==> src/rtl/uart_tx_pkg.sv <==
package uart_tx_pkg;
   localparam int REG_W       = 32;
   localparam int ADDR_W      = 2;
   localparam logic [ADDR_W-1:0] A_CTRL  = 2'd0;
   localparam logic [ADDR_W-1:0] A_QCFG  = 2'd1;
   localparam logic [ADDR_W-1:0] A_STAT  = 2'd2;
   localparam int CB_RUN      = 0;
   localparam int CB_TXOK     = 8;
   localparam int CB_RXOK     = 9;
   localparam int CB_FLOW     = 15;
   localparam logic [REG_W-1:0] CTRL_RST  = 32'h0000_0300;
   localparam logic [REG_W-1:0] CTRL_MASK = 32'h0000_8301;
   localparam int SB_BUSY = 0;
   localparam int SB_OVF  = 1;
   localparam int SB_EMPTY = 2;
   localparam int SB_FULL = 3;
   typedef enum logic [0:0] {SH_IDLE = 1'b0, SH_SEND = 1'b1} sh_state_e;
endpackage

==> src/rtl/uart_tx_fifo.sv <==
module uart_tx_fifo #(
   parameter int WIDTH = 8,
   parameter int DEPTH = 16
) (
   input  logic             clk,
   input  logic             rst_n,
   input  logic             push,
   input  logic [WIDTH-1:0] push_data,
   input  logic             pop,
   output logic [WIDTH-1:0] pop_data,
   input  logic             flush,
   output logic             empty,
   output logic             full,
   output logic             drop_evt
);
   localparam int PTR_W = (DEPTH > 1) ? $clog2(DEPTH) : 1;
   localparam int CNT_W = $clog2(DEPTH + 1);

   generate
      if (DEPTH < 2 || (1 << PTR_W) != DEPTH) begin : g_bad_depth
         $error("uart_tx_fifo: DEPTH must be a power of two, at least 2");
      end
      if (WIDTH < 1) begin : g_bad_width
         $error("uart_tx_fifo: WIDTH must be positive");
      end
   endgenerate

   logic [WIDTH-1:0] mem [DEPTH];
   logic [PTR_W-1:0] wr_ptr, rd_ptr;
   logic [CNT_W-1:0] count;
   logic do_push, do_pop;

   assign empty    = (count == '0);
   assign full     = (count == CNT_W'(DEPTH));
   assign do_push  = push && !full && !flush;
   assign do_pop   = pop && !empty && !flush;
   assign drop_evt = push && full && !flush;
   assign pop_data = mem[rd_ptr];

   always_ff @(posedge clk) begin
      if (do_push) mem[wr_ptr] <= push_data;
   end

   always_ff @(posedge clk or negedge rst_n) begin
      if (!rst_n) begin
         wr_ptr <= '0;
         rd_ptr <= '0;
         count  <= '0;
      end else if (flush) begin
         wr_ptr <= '0;
         rd_ptr <= '0;
         count  <= '0;
      end else begin
         if (do_push) wr_ptr <= wr_ptr + PTR_W'(1);
         if (do_pop)  rd_ptr <= rd_ptr + PTR_W'(1);
         case ({do_push, do_pop})
            2'b10:   count <= count + CNT_W'(1);
            2'b01:   count <= count - CNT_W'(1);
            default: count <= count;
         endcase
      end
   end

   assert_flush_empties_R8: assert property (@(posedge clk) disable iff (!rst_n)
      flush |=> empty);
   assert_full_holds_R10: assert property (@(posedge clk) disable iff (!rst_n)
      (push && full && !pop && !flush) |=> full);
endmodule

==> src/rtl/uart_tx_sync.sv <==
module uart_tx_sync #(
   parameter int STAGES = 2
) (
   input  logic clk,
   input  logic rst_n,
   input  logic d,
   output logic q
);
   generate
      if (STAGES < 1) begin : g_bad
         $error("uart_tx_sync: STAGES must be at least 1");
      end else if (STAGES == 1) begin : g_one
         logic r;
         always_ff @(posedge clk or negedge rst_n) begin
            if (!rst_n) r <= 1'b0;
            else        r <= d;
         end
         assign q = r;
      end else begin : g_chain
         logic [STAGES-1:0] r;
         always_ff @(posedge clk or negedge rst_n) begin
            if (!rst_n) r <= '0;
            else        r <= {r[STAGES-2:0], d};
         end
         assign q = r[STAGES-1];
      end
   endgenerate
endmodule

==> src/rtl/uart_tx_shifter.sv <==
module uart_tx_shifter
   import uart_tx_pkg::*;
#(
   parameter int WIDTH = 8,
   parameter int OVS   = 16
) (
   input  logic             clk,
   input  logic             rst_n,
   input  logic             tick,
   input  logic             can_start,
   input  logic [WIDTH-1:0] data,
   output logic             take,
   output logic             busy,
   output logic             last_done,
   output logic             tx
);
   localparam int FRAME = WIDTH + 2;
   localparam int OS_W  = (OVS > 1) ? $clog2(OVS) : 1;
   localparam int BIT_W = $clog2(FRAME);

   generate
      if (OVS < 2) begin : g_bad_ovs
         $error("uart_tx_shifter: OVS must be at least 2");
      end
      if (WIDTH < 5) begin : g_bad_width
         $error("uart_tx_shifter: WIDTH must be at least 5");
      end
   endgenerate

   sh_state_e        state;
   logic [FRAME-1:0] shreg;
   logic [OS_W-1:0]  os_cnt;
   logic [BIT_W-1:0] bit_cnt;
   logic             os_wrap;

   assign busy      = (state == SH_SEND);
   assign take      = (state == SH_IDLE) && can_start;
   assign os_wrap   = tick && (os_cnt == OS_W'(OVS - 1));
   assign last_done = busy && os_wrap && (bit_cnt == BIT_W'(FRAME - 1));
   assign tx        = shreg[0];

   always_ff @(posedge clk or negedge rst_n) begin
      if (!rst_n) begin
         state   <= SH_IDLE;
         shreg   <= '1;
         os_cnt  <= '0;
         bit_cnt <= '0;
      end else begin
         case (state)
            SH_IDLE: begin
               if (can_start) begin
                  state   <= SH_SEND;
                  shreg   <= {1'b1, data, 1'b0};
                  os_cnt  <= '0;
                  bit_cnt <= '0;
               end
            end
            SH_SEND: begin
               if (tick) begin
                  if (os_wrap) begin
                     os_cnt <= '0;
                     if (bit_cnt == BIT_W'(FRAME - 1)) begin
                        state <= SH_IDLE;
                        shreg <= '1;
                     end else begin
                        bit_cnt <= bit_cnt + BIT_W'(1);
                        shreg   <= {1'b1, shreg[FRAME-1:1]};
                     end
                  end else begin
                     os_cnt <= os_cnt + OS_W'(1);
                  end
               end
            end
            default: state <= SH_IDLE;
         endcase
      end
   end

   assert_frame_runs_out_R5: assert property (@(posedge clk) disable iff (!rst_n)
      (busy && !last_done) |=> busy);
   assert_idle_line_high_R4: assert property (@(posedge clk) disable iff (!rst_n)
      !busy |-> tx);
   assert_start_bit_low_R4: assert property (@(posedge clk) disable iff (!rst_n)
      $rose(busy) |-> !tx);
endmodule

==> src/rtl/uart_tx_gated.sv <==
module uart_tx_gated
   import uart_tx_pkg::*;
#(
   parameter int DATA_W      = 8,
   parameter int FIFO_DEPTH  = 16,
   parameter int OVS         = 16,
   parameter int SYNC_STAGES = 2
) (
   input  logic              clk,
   input  logic              rst_n,
   input  logic              reg_we,
   input  logic [1:0]        reg_addr,
   input  logic [31:0]       reg_wdata,
   output logic [31:0]       reg_rdata,
   input  logic              push_valid,
   input  logic [DATA_W-1:0] push_data,
   input  logic              baud_tick,
   input  logic              cts,
   output logic              tx_out
);
   logic [REG_W-1:0]  ctrl_q;
   logic              qen_q;
   logic              ovf_q;
   logic              cts_s;
   logic              flush;
   logic              q_empty, q_full, q_drop;
   logic [DATA_W-1:0] q_data;
   logic              sh_take, sh_busy, sh_last, can_start;
   logic              run, txok, flow;

   assign run   = ctrl_q[CB_RUN];
   assign txok  = ctrl_q[CB_TXOK];
   assign flow  = ctrl_q[CB_FLOW];
   assign flush = reg_we && (reg_addr == A_QCFG) && !reg_wdata[0] && qen_q;
   assign can_start = run && txok && (!flow || cts_s) && !q_empty;

   always_ff @(posedge clk or negedge rst_n) begin
      if (!rst_n) begin
         ctrl_q <= CTRL_RST;
         qen_q  <= 1'b1;
         ovf_q  <= 1'b0;
      end else begin
         if (reg_we && reg_addr == A_CTRL) ctrl_q <= reg_wdata & CTRL_MASK;
         if (reg_we && reg_addr == A_QCFG) qen_q  <= reg_wdata[0];
         if (q_drop)
            ovf_q <= 1'b1;
         else if (reg_we && reg_addr == A_STAT && reg_wdata[SB_OVF])
            ovf_q <= 1'b0;
      end
   end

   always_comb begin
      reg_rdata = '0;
      case (reg_addr)
         A_CTRL: reg_rdata = ctrl_q;
         A_QCFG: reg_rdata[0] = qen_q;
         A_STAT: begin
            reg_rdata[SB_BUSY]  = sh_busy || can_start;
            reg_rdata[SB_OVF]   = ovf_q;
            reg_rdata[SB_EMPTY] = q_empty;
            reg_rdata[SB_FULL]  = q_full;
         end
         default: reg_rdata = '0;
      endcase
   end

   uart_tx_sync #(.STAGES(SYNC_STAGES)) u_cts_sync (
      .clk(clk), .rst_n(rst_n), .d(cts), .q(cts_s)
   );

   uart_tx_fifo #(.WIDTH(DATA_W), .DEPTH(FIFO_DEPTH)) u_fifo (
      .clk(clk), .rst_n(rst_n),
      .push(push_valid), .push_data(push_data),
      .pop(sh_take), .pop_data(q_data),
      .flush(flush), .empty(q_empty), .full(q_full), .drop_evt(q_drop)
   );

   uart_tx_shifter #(.WIDTH(DATA_W), .OVS(OVS)) u_shift (
      .clk(clk), .rst_n(rst_n), .tick(baud_tick),
      .can_start(can_start), .data(q_data),
      .take(sh_take), .busy(sh_busy), .last_done(sh_last), .tx(tx_out)
   );

   assert_start_needs_run_R3: assert property (@(posedge clk) disable iff (!rst_n)
      $rose(sh_busy) |-> $past(ctrl_q[CB_RUN]));
   assert_start_needs_txok_R11: assert property (@(posedge clk) disable iff (!rst_n)
      $rose(sh_busy) |-> $past(ctrl_q[CB_TXOK]));
   assert_start_needs_cts_R6: assert property (@(posedge clk) disable iff (!rst_n)
      $rose(sh_busy) |-> $past(!ctrl_q[CB_FLOW] || cts_s));
   assert_ovf_sticky_R10: assert property (@(posedge clk) disable iff (!rst_n)
      (ovf_q && !(reg_we && reg_addr == A_STAT && reg_wdata[SB_OVF])) |=> ovf_q);
   assert_drop_sets_ovf_R10: assert property (@(posedge clk) disable iff (!rst_n)
      q_drop |=> ovf_q);
   assert_ctrl_reserved_zero_R2: assert property (@(posedge clk) disable iff (!rst_n)
      (ctrl_q & ~CTRL_MASK) == '0);
endmodule

==> config.mk <==
export PLATFORM = sky130hd
export DESIGN_NAME = uart_tx_gated
export DESIGN_NICKNAME = d
export VERILOG_FILES = /design/src/rtl/uart_tx_pkg.sv /design/src/rtl/uart_tx_fifo.sv /design/src/rtl/uart_tx_sync.sv /design/src/rtl/uart_tx_shifter.sv /design/src/rtl/uart_tx_gated.sv
export SDC_FILE = /design/constraint.sdc
export NUM_CORES = 1
export LEC_CHECK = 0
export BUFFER_PORTS_ARGS = -buffer_cell sky130_fd_sc_hd__buf_2
export CAP_MARGIN = 0
export CORE_MARGIN = 5
export CORE_UTILIZATION = 40
export CTS_CLUSTER_SIZE = 28
export DETAILED_ROUTE_END_ITERATION = 8
export PLACE_DENSITY = 0.62
export SETUP_SLACK_MARGIN = 0.3
export SYNTH_ARGS = -nofsm -noshare
export SYNTH_HDL_FRONTEND = slang
export SYNTH_HIERARCHICAL = 1
export SYNTH_SLANG_ARGS = --single-unit
==> constraint.sdc <==
create_clock -name clk -period 4.5 [get_ports clk]
set_input_delay 0.225 -clock clk [delete_from_list [all_inputs] [get_ports clk]]
set_output_delay 0.225 -clock clk [all_outputs]
set_load 0.01 [all_outputs]
==> flow_summary.yaml <==
outcome:
  outcome: "completed"
clock_tree:
  clk_latency_ns: 0.43
  cts.sinks: 167
  numCtsBuffers: 17
  cts-root-buf: "clkbuf_16"
  htreeDepth: 4
  clockBufferDepth: 2
  clkSlewWorstSetupHoldPaths_ns: 0.07
  post-cts-setup-buffers: 0
  cts_tree: "built"
detailed_routing:
  drc: 0
  wl_per_cell_um: 17.2
  antenna_left: 0
  avgViaCountPerCell: 5.24
  dr_total_vias: 4110
  wirelength_mm: 13.5
  drt_pass1_iterations: 4
  drt-initial-drc-count: 258
global_route:
  antenna_found_initial: 0
  grt_max_degree: 40
  grt_pass1_wl_mm: 21.5
  grt_pass1_vias: 4077
  grt-ovfl-total: 0
  grt_use_total: 0.128
power_and_ir_drop:
  combPwrFrac: 0.209
  pwr-share-seq: 0.467
  clkPwrFrac: 0.324
  total_power_mw: 4.43
  p_leak_nw: 3.02
  p_sw_mw: 1.38
  p_per_area_mw_per_mm2: 532
  ir_worst_vdd_mv: 0.287
  power.share.switching: 0.311
  internal_power_mw: 3.05
synth:
  synthAdderAreaFrac: 0.0212
  yosysWarnings: 6
  ys_types: 62
  synth_top_family_by_area: "multiplexers"
  netlist_instances: 512
  synth_edf_count: 128
  synth_mux_area_frac: 0.114
  synthArstFlopShare: 0.234
  synth_flop_cell: "edfxtp_1"
  synth_xor_area_frac: 0.0106
  synth_area_mm2: 0.00743
  synth.avg_cell_area_um2: 14.5
  synth_compound_area_frac: 0.0803
  ys_seq_area_frac: 0.651
  ys_ff_latch: 167
  synth_simple_gate_area_share: 0.0744
sta:
  drv_slew: 0
  rsz0062_at_grt: "no"
  worst_slack_ns: 1.24
  final-hold-violation-count: 0
  hold_slack_ns: 0.0343
  worstMarginPinSlew_ns: 1.21
  setup_tns_ns: 0
  fin_crit_sh: 0.725
  relSlewSlack: 0.185
  setup_viol: 0
  min_period_ns: 3.26
  skew_ns: 0.0126
  fmax_mhz: 306
final_layout:
  multi_input_area_mm2: 0.00233
  insertedDiodeCount: 0
  area.growth.synth_to_final_pct: 11.9
  drive_gt1_frac: 0.229
  nets: 602
  seqCellArea_mm2: 0.00484
  final_cells: 784
  fillers: 1585
  utilization: 0.458
  design_area_mm2: 0.00832
die:
  start_util: 0.410
  die-width_um: 146
  dieArea_mm2: 0.0214
  core_area_mm2: 0.0181
  rows: 49
  die_h_um: 146
  design.portCount: 81
setup_path:
  path_max_fanout: 10
  crit_type: "flip-flop to flip-flop"
  r2r-start: "u_fifo/count[0]$_DFFE_PN0P_"
  worstReg2RegEnd: "u_fifo/count[4]$_DFFE_PN0P_"
  r2r_cells: 13
  reg2reg_setup_slack_ns: 1.24
  worstSetupStartpoint: "u_fifo/count[0]$_DFFE_PN0P_"
  cp-endpoint: "u_fifo/count[4]$_DFFE_PN0P_"
  cp_data_arrival_time_ns: 3.61
  startpoint_type: "flip-flop"
  crit_path_end_kind: "flip-flop"
  required_ns: 4.85
worst_hold_path:
  hold_class: "primary input to flip-flop"
place:
  place_congestion: 0.774
  dp.cells: 750
  dp_slack_ns: 1.27
  dp_hpwl_mm: 9.26
  port_buffers: 28
  placed_area_mm2: 0.00769
run:
  cap_violations: 0
==> worst min path at each step <==
stage | from | end | slack [ns] | cells after the start
after floorplan | rst_n | ctrl_q[0]$_DFFE_PN0P_ | -0.07 | 0
after global placement | cts | u_cts_sync/g_chain.r[0]$_DFF_PN0_ | 0.34 | 1
after detailed placement | cts | u_cts_sync/g_chain.r[0]$_DFF_PN0_ | 0.33 | 1
after CTS | reg_wdata[9] | ctrl_q[9]$_DFFE_PN1P_ | 0.01 | 2
after global routing | reg_wdata[9] | ctrl_q[9]$_DFFE_PN1P_ | 0.02 | 2
final | reg_wdata[9] | ctrl_q[9]$_DFFE_PN1P_ | 0.03 | 2
==> sequential cells by signal, summed over array words and instances, names as in the netlist <==
signal                flops
u_fifo/mem              128
u_shift/bit_cnt           4
u_fifo/wr_ptr             4
qen_q                     1
u_fifo/count              5
u_cts_sync/g_chain.r      2
u_shift/shreg             9
u_fifo/rd_ptr             4
u_shift/busy              1
ovf_q                     1
ctrl_q                    4
u_shift/os_cnt            4
==> critical path: stages, from the launching register on <==
cell	delay, ns
dfrtp_1	0.44
or4_1	0.28
nor2_1	0.08
nor2_1	0.24
nand2b_4	0.10
inv_4	0.13
o21ai_0	0.14
or3_1	0.37
fa_1	0.41
nand2b_1	0.16
a21oi_1	0.33
mux2i_1	0.25
a32oi_1	0.08
a21oi_1	0.17
==> routing by layer <==
| layer | wire length (µm) | GRT usage |
|---|---|---|
| met3 | 834 | 0.0394 |
| met1 | 6080 | 0.170 |
| met4 | 75 | 0.0386 |
| met2 | 6470 | 0.204 |
| met5 | 0 | 0 |
==> area by class of cell <==
type                       instances  area share
clock inverter                    15      0.0214
clock buffer                      17      0.0511
timing repair buffer              35      0.0253
tap                              229      0.0344
inverter                          12     0.00572
sequential                       167       0.581
multi-input combinational        309       0.281
==> cells by family (layout without fill, tap and decap cells) <==
group                      count (synthesis)  after routing
AOI/OAI and AO/OA                         90             90
xor gates and xnor gates                   9              9
adders and majority gates                 12             12
buffers and inverters                     60             79
DFF                                      167            167
muxes                                     61             61
other                                      1             25
and+or+nand+nor                          112            112
==> cells in the final DEF (no fill, tap or decap), types with 5 or more instances in the layout <==
cell type,instances
a22oi_1,8
inv_8,5
clkbuf_16,17
a21oi_1,15
conb_1,25
ha_1,11
mux2i_1,26
nand2_1,33
o21ai_0,24
dfrtp_1,26
buf_2,28
nor3_1,5
edfxtp_1,128
dfstp_2,12
nand3_1,9
xor2_1,6
mux4_2,16
o22ai_1,8
mux2_2,15
o21ai_1,7
nor2_1,32
a221oi_1,8
inv_1,11
==> repair_timing <==
action	in CTS	in global routing
hold endpoints to repair	28	0
resized for setup	0	0
hold buffers	2	0
==> power by group through the flow <==
stage          registers, mW  logic, mW  clock network [mW]
2_1_floorplan           1.99      0.780                   0
3_3_place_gp            2.09      0.904                   0
3_5_place_dp            2.10      0.926                   0
4_1_cts                 2.07      0.934                1.47
5_1_grt                 2.10       1.03                1.54
6_report                2.07      0.925                1.44
==> cell usage after synthesis (all sizes together) (10+ instances only) <==
| cell | n | area, µm² |
|---|---|---|
| a21oi | 16 | 91.3 |
| dfrtp | 27 | 676 |
| edfxtp | 128 | 3840 |
| buf | 37 | 251 |
| dfstp | 12 | 315 |
| mux4 | 16 | 360 |
| inv | 12 | 47.6 |
| nor2 | 34 | 133 |
| ha | 11 | 138 |
| clkbuf | 10 | 40.0 |
| nand2 | 33 | 124 |
| mux2i | 26 | 260 |
| o21ai | 31 | 155 |
| mux2 | 19 | 229 |
No activity file was read; power rests on OpenSTA's default activity.
